## src/rtl/mq_pkg.sv

```systemverilog
package mq_pkg;
  localparam int OFF_STATUS = 'h30;
  localparam int OFF_MASK   = 'h34;
  localparam int OFF_REQ    = 'h40;
  localparam int OFF_REPLY  = 'h44;
  localparam logic [31:0] MASK_WRITABLE = 32'h0000_0309;
  localparam logic [31:0] MASK_RESET    = 32'h0000_0009;
  localparam logic [31:0] EMPTY_READ    = 32'hFFFF_FFFF;

  typedef enum logic [1:0] {RD_ZERO, RD_STATUS, RD_MASK, RD_REPLY} rdSel_e;

  typedef struct packed {
    logic   reqPush;
    logic   rplPop;
    logic   freePush;
    logic   stsClrRpl;
    logic   maskWr;
    rdSel_e rdSel;
  } mqStrobes_t;
endpackage

```

## src/rtl/mq_fifo.sv

```systemverilog
module mq_fifo #(
  parameter int WIDTH = 32,
  parameter int DEPTH = 4
) (
  input  logic             clk,
  input  logic             rstN,
  input  logic             push,
  input  logic [WIDTH-1:0] pushData,
  input  logic             pop,
  output logic [WIDTH-1:0] head,
  output logic             empty,
  output logic             full
);
  localparam int PW = (DEPTH > 1) ? $clog2(DEPTH) : 1;
  localparam int CW = $clog2(DEPTH + 1);
  localparam logic [PW-1:0] LAST = PW'(DEPTH - 1);

  logic [WIDTH-1:0] mem [DEPTH];
  logic [PW-1:0]    wrPtr, rdPtr;
  logic [CW-1:0]    count;

  function automatic logic [PW-1:0] nextPtr(input logic [PW-1:0] p);
    return (p == LAST) ? '0 : p + 1'b1;
  endfunction

  assign empty = (count == '0);
  assign full  = (count == CW'(DEPTH));
  assign head  = mem[rdPtr];

  always_ff @(posedge clk) begin
    if (push) mem[wrPtr] <= pushData;
  end

  always_ff @(posedge clk) begin
    if (!rstN) begin
      wrPtr <= '0;
      rdPtr <= '0;
      count <= '0;
    end else begin
      if (push) wrPtr <= nextPtr(wrPtr);
      if (pop)  rdPtr <= nextPtr(rdPtr);
      case ({push, pop})
        2'b10:   count <= count + 1'b1;
        2'b01:   count <= count - 1'b1;
        default: count <= count;
      endcase
    end
  end

  AST_FIFO_PUSH_ROOM: assert property (@(posedge clk) disable iff (!rstN) push |-> !full);
  AST_FIFO_POP_DATA:  assert property (@(posedge clk) disable iff (!rstN) pop |-> !empty);
endmodule

```

## src/rtl/mq_ctrl.sv

```systemverilog
module mq_ctrl
  import mq_pkg::*;
#(
  parameter int ADDR_W = 8
) (
  input  logic              clk,
  input  logic              rstN,
  input  logic              hostWrEn,
  input  logic              hostRdEn,
  input  logic [ADDR_W-1:0] hostAddr,
  input  logic              wrBit3,
  output mqStrobes_t        st
);
  logic hitSts, hitMask, hitReq, hitRpl;

  assign hitSts  = (hostAddr == ADDR_W'(OFF_STATUS));
  assign hitMask = (hostAddr == ADDR_W'(OFF_MASK));
  assign hitReq  = (hostAddr == ADDR_W'(OFF_REQ));
  assign hitRpl  = (hostAddr == ADDR_W'(OFF_REPLY));

  always_comb begin
    st           = '0;
    st.rdSel     = RD_ZERO;
    st.reqPush   = hostWrEn & hitReq;
    st.freePush  = hostWrEn & hitRpl;
    st.maskWr    = hostWrEn & hitMask;
    st.stsClrRpl = hostWrEn & hitSts & wrBit3;
    st.rplPop    = hostRdEn & hitRpl;
    if (hostRdEn) begin
      if (hitSts)       st.rdSel = RD_STATUS;
      else if (hitMask) st.rdSel = RD_MASK;
      else if (hitRpl)  st.rdSel = RD_REPLY;
    end
  end

  AST_ONE_WRITE_TARGET: assert property (@(posedge clk) disable iff (!rstN)
    $onehot0({st.reqPush, st.freePush, st.maskWr, st.stsClrRpl}));
endmodule

```

## src/rtl/mq_datapath.sv

```systemverilog
module mq_datapath
  import mq_pkg::*;
#(
  parameter int REQ_DEPTH  = 4,
  parameter int RPL_DEPTH  = 4,
  parameter int FREE_DEPTH = 2
) (
  input  logic        clk,
  input  logic        rstN,
  input  mqStrobes_t  st,
  input  logic [31:0] hostWrData,
  output logic [31:0] hostRdData,
  input  logic        dbPending,
  output logic        irqOut,
  output logic        reqValid,
  output logic [31:0] reqData,
  input  logic        reqPop,
  output logic        reqOverflow,
  input  logic        rplPush,
  input  logic        rplAddrReply,
  input  logic [30:0] rplContext,
  output logic        rplReady,
  output logic        freeValid,
  output logic [31:0] freeFrame
);
  logic        reqEmpty, reqFull, rplEmpty, rplFull, freeEmpty, freeFull;
  logic        reqPushOk, rplPushOk, rplPopOk, freePushOk, freePopOk;
  logic [31:0] rplHead, rplEntry;
  logic        rplStat;
  logic [31:0] maskReg;

  assign reqPushOk  = st.reqPush & ~reqFull;
  assign rplReady   = ~rplFull & (~rplAddrReply | ~freeEmpty);
  assign rplPushOk  = rplPush & rplReady;
  assign rplPopOk   = st.rplPop & ~rplEmpty;
  assign freePushOk = st.freePush & ~freeFull;
  assign freePopOk  = rplPushOk & rplAddrReply;
  assign rplEntry   = rplAddrReply ? {1'b1, freeFrame[31:1]} : {1'b0, rplContext};

  mq_fifo #(.WIDTH(32), .DEPTH(REQ_DEPTH)) uReq (
    .clk, .rstN, .push(reqPushOk), .pushData(hostWrData),
    .pop(reqPop & ~reqEmpty), .head(reqData), .empty(reqEmpty), .full(reqFull));

  mq_fifo #(.WIDTH(32), .DEPTH(RPL_DEPTH)) uRpl (
    .clk, .rstN, .push(rplPushOk), .pushData(rplEntry),
    .pop(rplPopOk), .head(rplHead), .empty(rplEmpty), .full(rplFull));

  mq_fifo #(.WIDTH(32), .DEPTH(FREE_DEPTH)) uFree (
    .clk, .rstN, .push(freePushOk), .pushData(hostWrData),
    .pop(freePopOk), .head(freeFrame), .empty(freeEmpty), .full(freeFull));

  assign reqValid  = ~reqEmpty;
  assign freeValid = ~freeEmpty;

  always_ff @(posedge clk) begin
    if (!rstN) begin
      reqOverflow <= 1'b0;
      rplStat     <= 1'b0;
      maskReg     <= MASK_RESET;
    end else begin
      if (st.reqPush && reqFull) reqOverflow <= 1'b1;
      if (st.stsClrRpl)          rplStat <= 1'b0;
      else if (!rplEmpty)        rplStat <= 1'b1;
      if (st.maskWr)             maskReg <= hostWrData & MASK_WRITABLE;
    end
  end

  always_comb begin
    unique case (st.rdSel)
      RD_STATUS: hostRdData = {28'b0, rplStat, 2'b00, dbPending};
      RD_MASK:   hostRdData = maskReg;
      RD_REPLY:  hostRdData = rplEmpty ? EMPTY_READ : rplHead;
      default:   hostRdData = '0;
    endcase
  end

  assign irqOut = (rplStat & ~maskReg[3]) | (dbPending & ~maskReg[0]);

  AST_OVERFLOW_STICKY: assert property (@(posedge clk) disable iff (!rstN)
    reqOverflow |=> reqOverflow);
  AST_FULL_POST_DROPPED: assert property (@(posedge clk) disable iff (!rstN)
    (st.reqPush && reqFull && !reqPop) |=> reqFull);
  AST_STATUS_REARM: assert property (@(posedge clk) disable iff (!rstN)
    (!rplStat && !rplEmpty && !st.stsClrRpl) |=> rplStat);
  AST_MASK_RO_BITS: assert property (@(posedge clk) disable iff (!rstN)
    (maskReg & ~MASK_WRITABLE) == 32'b0);
  AST_EMPTY_SENTINEL: assert property (@(posedge clk) disable iff (!rstN)
    (st.rdSel == RD_REPLY && rplEmpty) |-> hostRdData == EMPTY_READ);
  AST_ADDR_NEEDS_FRAME: assert property (@(posedge clk) disable iff (!rstN)
    (rplAddrReply && !freeValid) |-> !rplReady);
  AST_IRQ_FULLY_MASKED: assert property (@(posedge clk) disable iff (!rstN)
    (maskReg[0] && maskReg[3]) |-> !irqOut);
endmodule

```

## src/rtl/msg_post_queues.sv

```systemverilog
module msg_post_queues
  import mq_pkg::*;
#(
  parameter int ADDR_W     = 8,
  parameter int REQ_DEPTH  = 4,
  parameter int RPL_DEPTH  = 4,
  parameter int FREE_DEPTH = 2
) (
  input  logic              clk,
  input  logic              rstN,
  input  logic              hostWrEn,
  input  logic              hostRdEn,
  input  logic [ADDR_W-1:0] hostAddr,
  input  logic [31:0]       hostWrData,
  output logic [31:0]       hostRdData,
  input  logic              dbPending,
  output logic              irqOut,
  output logic              reqValid,
  output logic [31:0]       reqData,
  input  logic              reqPop,
  output logic              reqOverflow,
  input  logic              rplPush,
  input  logic              rplAddrReply,
  input  logic [30:0]       rplContext,
  output logic              rplReady,
  output logic              freeValid,
  output logic [31:0]       freeFrame
);
  mqStrobes_t st;

  mq_ctrl #(.ADDR_W(ADDR_W)) uCtrl (
    .clk, .rstN, .hostWrEn, .hostRdEn, .hostAddr,
    .wrBit3(hostWrData[3]), .st);

  mq_datapath #(.REQ_DEPTH(REQ_DEPTH), .RPL_DEPTH(RPL_DEPTH), .FREE_DEPTH(FREE_DEPTH)) uDp (
    .clk, .rstN, .st, .hostWrData, .hostRdData, .dbPending, .irqOut,
    .reqValid, .reqData, .reqPop, .reqOverflow,
    .rplPush, .rplAddrReply, .rplContext, .rplReady, .freeValid, .freeFrame);
endmodule

```

## config.mk

```make
export PLATFORM = sky130hd
export DESIGN_NAME = msg_post_queues
export DESIGN_NICKNAME = d
export VERILOG_FILES = /design/src/rtl/mq_pkg.sv /design/src/rtl/mq_fifo.sv /design/src/rtl/mq_ctrl.sv /design/src/rtl/mq_datapath.sv /design/src/rtl/msg_post_queues.sv
export SDC_FILE = /design/constraint.sdc
export NUM_CORES = 1
export LEC_CHECK = 0
export BUFFER_PORTS_ARGS = -buffer_cell sky130_fd_sc_hd__buf_2
export CORE_AREA = 2 2 189 191
export DETAILED_ROUTE_END_ITERATION = 6
export DIE_AREA = 0 0 191 193
export HOLD_SLACK_MARGIN = 0.08
export PLACE_DENSITY = 0.56
export SLEW_MARGIN = 20
export SYNTH_ARGS = -nofsm -noshare
export SYNTH_HDL_FRONTEND = slang
export SYNTH_SLANG_ARGS = --single-unit
```

## constraint.sdc

```tcl
create_clock -name clk -period 4.3 [get_ports clk]
set_input_delay 0.215 -clock clk [delete_from_list [all_inputs] [get_ports clk]]
set_output_delay 0.215 -clock clk [all_outputs]
set_load 0.05 [all_outputs]
```

==> impl_metrics.tcl <==
set metrics [dict create \
    yosysTopAreaCell "edfxtp_1" \
    antenna_left 0 \
    finalSetupViolCount 0 \
    maxCapViolations 0 \
    layout_min_cycle_time_ns 2.794 \
    rows 69 \
    ioPinCount 180 \
    fillers 2968 \
    die_area_mm2 0.03686 \
    synth_edf_count 320 \
    drive_above_1_share_pct 36.96 \
    synth_common_cells "edfxtp_1 (320), nor2_1 (72), mux4_2 (64)" \
    postSynthCellCount 715 \
    clockBufferDepth 3 \
    comb_power_share_pct 3.6 \
    place.gp.congestion 0.8456 \
    clkSlewWorstSetupHoldPaths_ns 0.06 \
    clock_latency_ns 0.52 \
    fp.dieW_um 191 \
    cp.required_ns 4.09 \
    via_count 7206 \
    whs_path_depth 2 \
    seqPwrFrac_pct 52.1 \
    area_growth_pct 22.99 \
    power_density_mw_per_mm2 424.5 \
    track_usage_pct 16.33 \
    drt_iter0_drc 456 \
    skew_ns 0.01097 \
    wl_per_cell_um 20.57 \
    synth_fp_nets 809 \
    synth_cell_types 43 \
    critPathArrivalTime_ns 2.58 \
    viasPerCell 4.953 \
    tritoncts "built" \
    cts_buffers 38 \
    ys_seq_elements 349 \
    worst_slew_margin_rel_pct 35.76 \
    dp_hpwl_mm 19.32 \
    p_int_w 0.005759 \
    drtPass1Iterations 5 \
    antenna_found_initial 1 \
    r2r_start "uDp.uReq.count[2]$_SDFFE_PN0P_" \
    r2r_cells 9 \
    slew_viol_final 0 \
    fin_crit_sh_pct 64.97 \
    initial_core_util_pct 39.37 \
    max_freq_mhz 357.9 \
    synth-main-ff-cell "edfxtp_1" \
    reg2reg_slack_ns 1.86 \
    synthTopCellsByArea "edfxtp_1 (70%), mux4_2 (10%), dfxtp_1 (4.2%), mux2_2 (3.5%), nor2_1 (2.0%)" \
    min_path_type "in2reg" \
    numClockSinks 349 \
    ir_worst_vdd_mv 0.2691 \
    crit_type "reg2out" \
    hold_start "rplContext[0]" \
    grt_max_degree 36 \
    reg2reg_to "uDp.uReq.count[2]$_SDFFE_PN0P_" \
    worst_pin_slew_ns 0.9612 \
    grt-ovfl-total 0 \
    nets 1058 \
    hold_viol 0 \
    cts_setup_buffers 0 \
    rsz0062_at_grt "no" \
    async_reset_ff_share_pct 0 \
    synth_top_area_share_pct 69.81 \
    htreeDepth 2 \
    cp-end-kind "primary output" \
    clockPowerShare_pct 44.2 \
    fin_area_mm2 0.01693 \
    synth_area_per_cell_um2 19.25 \
    drt-total-wl_mm 29.93 \
    root_buffer "clkbuf_16" \
    syn-cell-area_mm2 0.01376 \
    die_h_um 193 \
    power.leakage_nw 5.883 \
    drc_errors 0 \
    seq_area_frac_synth_pct 74.03 \
    yosysMostFrequentCell "edfxtp_1" \
    finalSetupTns_ns 0 \
    start_kind "flip-flop" \
    cts-resized-gates 0 \
    placed_area_mm2 0.01520 \
    switching_share_pct 19.87 \
    p_sw_w 0.001428 \
    grt_pass1_vias 7263 \
    yosys_warnings 0 \
    core_mm2 0.03496 \
    hold_path_end "uDp.uRpl.mem[2][0]$_DFFE_PP_" \
    outcome "complete, no violations" \
    port_buffers 179 \
    critPathMaxFanout 18 \
    grt_pass1_wl_mm 44.23 \
]
cell type report:
type / instances / area (um^2) / share of cell area [%]
repair buffers: 242 / 1491 / 8.810
diodes: 1 / 2.502 / 0.01478
clock inverters: 20 / 216.5 / 1.279
flip-flops and latches: 349 / 10200 / 60.23
well taps: 461 / 576.8 / 3.407
multi-input cells: 310 / 3347 / 19.77
inverters: 23 / 86.33 / 0.5100
clock buffers: 49 / 1012 / 5.979
kinds of logic (layout without fill, tap and decap cells):
logic type / Yosys count / in the layout / share of synthesized area [%]
xor+xnor: 6 / 6 / 0.3818
other cells: 0 / 1 / 0
fa+ha+maj: 15 / 15 / 1.473
mux: 139 / 139 / 16.50
compound gates: 25 / 25 / 1.227
simple gates: 125 / 125 / 4.582
flops: 349 / 349 / 74.03
buf+inv: 56 / 334 / 1.809
per-layer routing:
layer  track usage (%)  vias up  wire, um
li1                  -     3325         -
met1             22.93     3666     13550
met2             26.17      159     14400
met3             2.588       56      1134
met4             5.546        0       843
met5                 0        -         0
critical path, cell delays in order, from the launching register on:
cell and delay [ns]:
dfxtp_2 0.78, buf_4 0.44, mux4_2 0.59, buf_2 0.24
power by group through the flow:
stage                     clock [W]  sequential [W]  combinational (W)
after floorplan                   0         0.00382           0.000113
after global placement            0         0.00382           0.000226
after detailed placement          0         0.00382           0.000230
after CTS                   0.00327         0.00375           0.000267
after global routing        0.00341         0.00375           0.000287
final                       0.00318         0.00375           0.000262
cell usage in the layout, fill, tap and decap left out, types with 3 or more instances in the layout:
| master | count |
|---|---|
| o21ai_0 | 3 |
| mux2i_1 | 12 |
| bufinv_16 | 4 |
| ha_1 | 13 |
| inv_1 | 23 |
| mux2_2 | 43 |
| dfxtp_1 | 26 |
| nor2_1 | 70 |
| clkinv_1 | 5 |
| a21oi_1 | 9 |
| buf_4 | 14 |
| edfxtp_1 | 320 |
| clkbuf_1 | 9 |
| o22ai_1 | 4 |
| buf_2 | 179 |
| mux4_2 | 64 |
| clkinv_2 | 7 |
| clkbuf_16 | 38 |
| or3_1 | 8 |
| xor2_1 | 5 |
| nand2_1 | 17 |
| dlygate4sd3_1 | 49 |
| and2_1 | 8 |
| and4b_1 | 3 |
| mux2_1 | 20 |
flip-flops by register name, indices dropped and copies added (netlist names), 2 cells and up, named ones only:
name	count
uDp.uReq.rdPtr	2
uDp.uReq.count	3
uDp.uReq.wrPtr	2
uDp.uRpl.mem	128
uDp.uReq.mem	128
uDp.uRpl.count	3
uDp.maskReg	4
uDp.uRpl.wrPtr	2
uDp.uFree.mem	64
uDp.uRpl.rdPtr	2
uDp.uFree.count	2
how the worst max path moves through the flow:
stage                startpoint                             end  slack (ns)  cells past startpoint
global placement    hostAddr[1]  uDp.uReq.count[2]$_SDFFE_PN0P_        1.75                     10
CTS                   flip-flop                   hostRdData[7]        1.25                      5
finish                flip-flop                     reqData[10]        1.51                      3
detailed placement  hostAddr[1]  uDp.uReq.count[2]$_SDFFE_PN0P_        1.74                     10
global route          flip-flop                     reqData[31]        1.32                      3
floorplan           hostAddr[1]   uDp.uFree.mem[0][0]$_DFFE_PP_        1.55                      3
what timing repair did:
item | in CTS | in global routing
endpoints found under the hold margin | 254 | 0
hold buffers | 49 | 0
setup endpoints to repair | 0 | 0
metrics by stage:
stage / utilization (%) / hold WS, ns / worst slack (ns) / total power (W) / std cells
2_1_floorplan: - / 0.3139 / 1.554 / 0.003930 / 715
3_3_place_gp: 43.49 / 0.4441 / 1.746 / 0.004044 / 1336
3_5_place_dp: 43.49 / 0.4578 / 1.741 / 0.004048 / 1336
4_1_cts: 48.40 / 0.08238 / 1.251 / 0.007279 / 1454
5_1_grt: 48.42 / 0.08074 / 1.323 / 0.007444 / 1455
6_report: 48.42 / 0.09440 / 1.506 / 0.007186 / 1455
Power figures use the tool's default switching activity.
